==> src/rtl/seq_pkg.sv <==
// Package: shared widths, encodings, states and the control word of the
// phase sequencer. Assumes a 16-bit instruction with a 4-bit opcode on top.
package seq_pkg;
    localparam int IR_W     = 16;
    localparam int OPC_W    = 4;
    localparam int OPC_LSB  = IR_W - OPC_W;
    localparam int RA_W     = 3;
    localparam int NUM_OPS  = 1 << OPC_W;
    localparam int BUS_SRCS = 4;

    // opcode values (index into the one-hot decode)
    localparam int OPC_BR  = 0;
    localparam int OPC_ADD = 1;
    localparam int OPC_LDR = 6;
    localparam int OPC_STR = 7;

    // bus source bit positions
    localparam int BUS_PC  = 0;
    localparam int BUS_ADR = 1;
    localparam int BUS_MDR = 2;
    localparam int BUS_ALU = 3;

    localparam logic [1:0] PCS_INC   = 2'd0;
    localparam logic [1:0] PCS_ADDER = 2'd1;
    localparam logic [1:0] PCS_BUS   = 2'd2;

    localparam logic       A1_PC  = 1'b0;
    localparam logic       A1_REG = 1'b1;
    localparam logic [1:0] A2_ZERO  = 2'd0;
    localparam logic [1:0] A2_OFF6  = 2'd1;
    localparam logic [1:0] A2_OFF9  = 2'd2;
    localparam logic [1:0] A2_OFF11 = 2'd3;

    localparam logic MDR_BUS = 1'b0;
    localparam logic MDR_MEM = 1'b1;

    localparam logic [1:0] ALU_ADD  = 2'd0;
    localparam logic [1:0] ALU_AND  = 2'd1;
    localparam logic [1:0] ALU_NOT  = 2'd2;
    localparam logic [1:0] ALU_PASS = 2'd3;

    localparam logic [1:0] IMM_NONE = 2'd0;
    localparam logic [1:0] IMM_5    = 2'd1;
    localparam logic [1:0] IMM_6    = 2'd2;
    localparam logic [1:0] IMM_9    = 2'd3;

    typedef enum logic [3:0] {
        S_F1, S_F2, S_F3, S_DEC, S_EA, S_LD_RD, S_LD_WB,
        S_ST_MDR, S_ST_WR, S_ADD, S_BR
    } state_t;

    typedef enum logic [2:0] {
        PH_FETCH  = 3'd0,
        PH_DECODE = 3'd1,
        PH_EVAL   = 3'd2,
        PH_OPER   = 3'd3,
        PH_EXEC   = 3'd4,
        PH_STORE  = 3'd5
    } phase_t;

    typedef struct packed {
        logic [BUS_SRCS-1:0] bus_drv;
        logic                ld_mar;
        logic                ld_mdr;
        logic                ld_ir;
        logic                ld_pc;
        logic                ld_reg;
        logic                ld_cc;
        logic [1:0]          pc_sel;
        logic                addr1_sel;
        logic [1:0]          addr2_sel;
        logic                mdr_sel;
        logic [1:0]          alu_op;
        logic                mem_en;
        logic                mem_we;
        logic                sr1_hi;
        logic [1:0]          imm_kind;
        phase_t              phase;
    } ctrl_t;
endpackage

==> src/rtl/seq_opdec.sv <==
// Module: one-hot opcode decoder. Output bit i is high when the code equals i.
// Assumes IN_W is small (output width is 2**IN_W).
module seq_opdec #(
    parameter int IN_W = 4,
    localparam int OUT_W = 1 << IN_W
) (
    input  logic [IN_W-1:0]  code,
    output logic [OUT_W-1:0] hot
);
    // one comparator per output line
    for (genvar i = 0; i < OUT_W; i++) begin : g_line
        assign hot[i] = (code == IN_W'(i));
    end
endmodule

==> src/rtl/seq_state.sv <==
// Module: state register and next-state logic. Chooses the path of each
// instruction from the one-hot opcode and holds memory steps until ready.
// Assumes the opcode lines are valid in the decode and address steps.
module seq_state
    import seq_pkg::*;
(
    input  logic               clk,
    input  logic               rst_n,
    input  logic [NUM_OPS-1:0] op_hot,
    input  logic               mem_ready,
    output state_t             state
);
    localparam logic [NUM_OPS-1:0] SUPPORTED =
        (NUM_OPS'(1) << OPC_BR) | (NUM_OPS'(1) << OPC_ADD) |
        (NUM_OPS'(1) << OPC_LDR) | (NUM_OPS'(1) << OPC_STR);

    logic   known;
    state_t nxt;

    // opcode is one the sequencer implements
    assign known = |(op_hot & SUPPORTED);

    // next step selection
    always_comb begin
        nxt = S_F1;
        unique case (state)
            S_F1:     nxt = S_F2;
            S_F2:     nxt = mem_ready ? S_F3 : S_F2;
            S_F3:     nxt = S_DEC;
            S_DEC: begin
                if (!known)               nxt = S_F1;
                else if (op_hot[OPC_ADD]) nxt = S_ADD;
                else if (op_hot[OPC_BR])  nxt = S_BR;
                else                      nxt = S_EA;
            end
            S_EA:     nxt = op_hot[OPC_STR] ? S_ST_MDR : S_LD_RD;
            S_LD_RD:  nxt = mem_ready ? S_LD_WB : S_LD_RD;
            S_LD_WB:  nxt = S_F1;
            S_ST_MDR: nxt = S_ST_WR;
            S_ST_WR:  nxt = mem_ready ? S_F1 : S_ST_WR;
            S_ADD:    nxt = S_F1;
            S_BR:     nxt = S_F1;
            default:  nxt = S_F1;
        endcase
    end

    // state register with synchronous active-low reset
    always_ff @(posedge clk) begin
        if (!rst_n) state <= S_F1;
        else        state <= nxt;
    end
endmodule

==> src/rtl/seq_ctrl.sv <==
// Module: control word for each step. Purely combinational from the state
// and the memory-ready handshake. Assumes default values mean "no action".
module seq_ctrl
    import seq_pkg::*;
(
    input  state_t state,
    input  logic   mem_ready,
    output ctrl_t  c
);
    // per-step register transfer controls
    always_comb begin
        c       = '0;
        c.phase = PH_FETCH;
        unique case (state)
            S_F1: begin
                c.bus_drv[BUS_PC] = 1'b1;
                c.ld_mar = 1'b1;
                c.ld_pc  = 1'b1;
                c.pc_sel = PCS_INC;
            end
            S_F2: begin
                c.mem_en  = 1'b1;
                c.mdr_sel = MDR_MEM;
                c.ld_mdr  = mem_ready;
            end
            S_F3: begin
                c.bus_drv[BUS_MDR] = 1'b1;
                c.ld_ir = 1'b1;
            end
            S_DEC: c.phase = PH_DECODE;
            S_EA: begin
                c.phase     = PH_EVAL;
                c.addr1_sel = A1_REG;
                c.addr2_sel = A2_OFF6;
                c.imm_kind  = IMM_6;
                c.bus_drv[BUS_ADR] = 1'b1;
                c.ld_mar    = 1'b1;
            end
            S_LD_RD: begin
                c.phase   = PH_OPER;
                c.mem_en  = 1'b1;
                c.mdr_sel = MDR_MEM;
                c.ld_mdr  = mem_ready;
            end
            S_LD_WB: begin
                c.phase  = PH_STORE;
                c.bus_drv[BUS_MDR] = 1'b1;
                c.ld_reg = 1'b1;
                c.ld_cc  = 1'b1;
            end
            S_ST_MDR: begin
                c.phase   = PH_STORE;
                c.sr1_hi  = 1'b1;
                c.alu_op  = ALU_PASS;
                c.bus_drv[BUS_ALU] = 1'b1;
                c.ld_mdr  = 1'b1;
                c.mdr_sel = MDR_BUS;
            end
            S_ST_WR: begin
                c.phase  = PH_STORE;
                c.mem_en = 1'b1;
                c.mem_we = 1'b1;
            end
            S_ADD: begin
                c.phase    = PH_EXEC;
                c.alu_op   = ALU_ADD;
                c.imm_kind = IMM_5;
                c.bus_drv[BUS_ALU] = 1'b1;
                c.ld_reg   = 1'b1;
                c.ld_cc    = 1'b1;
            end
            S_BR: begin
                c.phase     = PH_EXEC;
                c.pc_sel    = PCS_ADDER;
                c.addr1_sel = A1_PC;
                c.addr2_sel = A2_OFF9;
                c.imm_kind  = IMM_9;
                c.ld_pc     = 1'b1;
            end
            default: c.phase = PH_FETCH;
        endcase
    end
endmodule

==> src/rtl/phase_seq.sv <==
// Module: top of the multicycle phase sequencer. Decodes the opcode, steps
// the state machine and drives the datapath controls, register addresses
// and sign-extended immediates. Assumes ir holds the IR register's value.
module phase_seq
    import seq_pkg::*;
(
    input  logic                clk,
    input  logic                rst_n,
    input  logic [IR_W-1:0]     ir,
    input  logic                mem_ready,
    output logic [BUS_SRCS-1:0] bus_drv,
    output logic                ld_mar,
    output logic                ld_mdr,
    output logic                ld_ir,
    output logic                ld_pc,
    output logic                ld_reg,
    output logic                ld_cc,
    output logic [1:0]          pc_sel,
    output logic                addr1_sel,
    output logic [1:0]          addr2_sel,
    output logic                mdr_sel,
    output logic                op2_imm,
    output logic [1:0]          alu_op,
    output logic                mem_en,
    output logic                mem_we,
    output logic [RA_W-1:0]     dr,
    output logic [RA_W-1:0]     sr1,
    output logic [RA_W-1:0]     sr2,
    output logic [IR_W-1:0]     imm_ext,
    output logic [2:0]          phase
);
    logic [NUM_OPS-1:0] op_hot;
    state_t             state;
    ctrl_t              c;

    seq_opdec #(.IN_W(OPC_W)) u_dec (
        .code (ir[IR_W-1:OPC_LSB]),
        .hot  (op_hot)
    );

    seq_state u_state (
        .clk       (clk),
        .rst_n     (rst_n),
        .op_hot    (op_hot),
        .mem_ready (mem_ready),
        .state     (state)
    );

    seq_ctrl u_ctrl (
        .state     (state),
        .mem_ready (mem_ready),
        .c         (c)
    );

    // control word fan-out
    assign bus_drv   = c.bus_drv;
    assign ld_mar    = c.ld_mar;
    assign ld_mdr    = c.ld_mdr;
    assign ld_ir     = c.ld_ir;
    assign ld_pc     = c.ld_pc;
    assign ld_reg    = c.ld_reg;
    assign ld_cc     = c.ld_cc;
    assign pc_sel    = c.pc_sel;
    assign addr1_sel = c.addr1_sel;
    assign addr2_sel = c.addr2_sel;
    assign mdr_sel   = c.mdr_sel;
    assign alu_op    = c.alu_op;
    assign mem_en    = c.mem_en;
    assign mem_we    = c.mem_we;
    assign phase     = c.phase;

    // register addresses from fixed IR fields
    assign dr      = ir[11:9];
    assign sr1     = c.sr1_hi ? ir[11:9] : ir[8:6];
    assign sr2     = ir[2:0];
    assign op2_imm = ir[5];

    // sign-extended immediate for the current step
    always_comb begin
        unique case (c.imm_kind)
            IMM_5:   imm_ext = {{(IR_W-5){ir[4]}}, ir[4:0]};
            IMM_6:   imm_ext = {{(IR_W-6){ir[5]}}, ir[5:0]};
            IMM_9:   imm_ext = {{(IR_W-9){ir[8]}}, ir[8:0]};
            default: imm_ext = '0;
        endcase
    end
endmodule

==> config.mk <==
export PLATFORM = sky130hd
export DESIGN_NAME = phase_seq
export DESIGN_NICKNAME = d
export VERILOG_FILES = /design/src/rtl/seq_pkg.sv /design/src/rtl/seq_opdec.sv /design/src/rtl/seq_state.sv /design/src/rtl/seq_ctrl.sv /design/src/rtl/phase_seq.sv
export SDC_FILE = /design/constraint.sdc
export NUM_CORES = 1
export LEC_CHECK = 0
export ABC_CLOCK_PERIOD_IN_PS = 1900
export BUFFER_PORTS_ARGS = -buffer_cell sky130_fd_sc_hd__buf_2
export CAP_MARGIN = 20
export CORE_MARGIN = 2
export CORE_UTILIZATION = 38
export DETAILED_ROUTE_END_ITERATION = 12
export PLACE_DENSITY = 0.78
export SETUP_SLACK_MARGIN = 0.15
export SYNTH_ARGS = -nofsm -noshare
export SYNTH_HDL_FRONTEND = slang
export SYNTH_SLANG_ARGS = --single-unit
==> constraint.sdc <==
create_clock -name clk -period 1.9 [get_ports clk]
set_input_delay 0.38 -clock clk [delete_from_list [all_inputs] [get_ports clk]]
set_output_delay 0.38 -clock clk [all_outputs]
set_load 0.01 [all_outputs]
==> metrics <==
outcome=complete, no violations; Iteration-0 DRC Markers=13; total core area=between 1500 and 2000 sq um; vias in the first global route=between 800 and 900; post-synthesis sequential area ratio=0.100; Netlist cell types=43; P&R area growth vs syn=46.0%; CP max stage cell=or3b_4; cts hold-fix bufs=0; Final #Nets=~180; max cap viols=0; clock sink total=4; PD cells=between 300 and 400 nW/um^2; Worst Path Arrival=between 1 and 1.5 ns; ys flop type=dfxtp_1; Hold Vio Cnt, Final=0; number of flops mapped to enable cells by yosys=0; CTS root buffer=clkbuf_4; # setup viols final=0; Worst-path clk slew=~0.04 ns; WL/cell=~12 microns; Die ar.=approximately 2500 sq um; diode count=0; worst path required time=roughly 1.5 ns; die height=between 40 and 50 microns; Crit Path Class=register to output port; Seq cells post-synth=4; filler cell count=between 150 and 200; GRT Util Overall=0.183; Pre-antenna DRT Iters=4; CTS buffer count=3; CP endpoint kind=output port; syn nets=approximately 120; Post-synth ARST share=0; post-route clock period utilization=0.983; ordered cell list for the critical path=nand2b_4 -> or3b_4 -> a21boi_1 -> buf_2; Tightest Hold Check Type=input port to register; Reg with most FFs=u_state.state; site row count=16; Yosys top cell by area=buf_4; PortBufs=between 60 and 70; Final Slew Violations=0; Largest regs=u_state.state (4); max reg flops=4; Synth area leaders=buf_4 22%, dfxtp_1 10%, mux2_2 4.2%; residual DRC count=0; Vias/cell=roughly 4.9; CP max stage delay=around 0.43 ns; hold path cells=3; setup TNS=0 ns; top-area cell type share of the netlist area=0.216; Core Util, Final=0.589; crit path max fanout=10; remaining antenna violation count after routing=0; num ports=68; RSZ-0062 raised after global routing=yes; Clock Latency Late Sink=roughly 0.24 ns; Worst setup SP type=register; GPL Wtd Cong=0.862; clk_skew=roughly 0.003 ns; FMAX=about 540 MHz; total grt overflow=0; initial antenna violation count=0; final WL=2.23 mm; Chip Width=about 50 microns; Peak VDD IR=267 uV; Syn. warnings=0; Design Area, Final=1170 sq um; Clock Path Buffers=2; CTS tree=built; R2R depth=5; pin count of the biggest net entering global routing=12; global-route wire length before repair=3.55 mm; share of layout cells above drive strength 1=0.684; dpl cell area=990 sq um; top-count cell post-synth=buf_4; Tmin final=approximately 1.9 ns; starting density of the core=0.403; Static Leak=0.667 nW; vias=899; DP HPWL=1.71 mm; total power=0.000389 W; Post-Synthesis Cell Area=between 700 and 800 sq um; Syn Area/Cell=7.84 sq um; htree depth=1; synth cell count leaders=23 x buf_4, 6 x nand2_1; Mapped Cells=just over 100
-- layer usage --
layer  global-route usage  part of all wire
met3               0.0242             0.052
met4                0.106            0.0090
met1                0.194              0.39
met5                    0                 0
met2                0.340              0.54
-- stage by stage --
| stage | setup slack [ns] | hold WS (ns) | std cells |
|---|---|---|---|
| after floorplan | 0.157 | 0.540 | 102 |
| after global placement | 0.172 | 0.666 | 172 |
| after detailed placement | 0.0904 | 0.678 | 172 |
| after CTS | 0.0521 | 0.418 | 178 |
| after global routing | 0.00276 | 0.446 | 182 |
| final | 0.0326 | 0.430 | 182 |
-- cell families after synthesis --
group,synth area share
DFF,0.100
buffers and inverters,0.274
muxes,0.0423
AOI/OAI and AO/OA,0.219
and+or+nand+nor,0.360
other,0.00469
-- where the power goes --
part	internal (W)	switching, W
combinational	0.0000915	0.0000904
sequential	0.0000876	0.0000119
clock	0.0000708	0.0000367
total	0.000250	0.000139
-- layout by cell type, fill, tap and decap left out, types with 2 or more instances in the layout --
cell,netlist,layout
buf_6,2,2
a21o_1,3,3
nor4b_4,1,3
buf_4,23,8
or2_2,2,2
a21oi_1,4,3
a21boi_1,4,2
o21ai_1,1,2
mux2_2,3,3
and2b_1,2,2
clkbuf_4,0,3
nand4b_1,2,2
nand2_1,6,5
a21boi_2,0,2
nor3_1,2,2
buf_2,1,66
a211oi_1,2,2
inv_1,4,4
nor2_1,3,2
o21ai_0,3,2
dfxtp_4,0,3
nor3b_4,0,2
nand2b_1,3,2
-- cell type report --
type / instances / area, sq um / area share
multi-input cells: 67 / 576 / 0.493
repair buffers: 77 / 428 / 0.367
flip-flops and latches: 4 / 92.6 / 0.0793
well taps: 27 / 33.8 / 0.0289
clock buffers: 3 / 22.5 / 0.0193
inverters: 4 / 15.0 / 0.0129
-- worst paths after layout --
kind,slack (ns),startpoint,end
setup / recovery,0.03,u_state.state[2]$_SDFF_PN0_,imm_ext[0]
hold / removal,0.43,ir[12],u_state.state[0]$_SDFF_PN0_
setup reg to reg,0.49,u_state.state[2]$_SDFF_PN0_,u_state.state[3]$_SDFF_PN0_
hold reg to reg,0.71,u_state.state[2]$_SDFF_PN0_,u_state.state[3]$_SDFF_PN0_
-- worst max-delay path, delay by kind of cell, from the launching register on --
kind                   cells  cell delay, ns
buffers and inverters      1            0.14
DFF                        1            0.36
AOI/OAI and AO/OA          1            0.16
and+or+nand+nor            2            0.59
-- repair_timing --
item,CTS,global route
gates cloned,0,0
buffers inserted,3,4
endpoints found under the setup margin,33,26
gates resized for setup,21,6
hold endpoints to repair,0,0
pin swaps,3,2
Power figures use the tool's default switching activity.
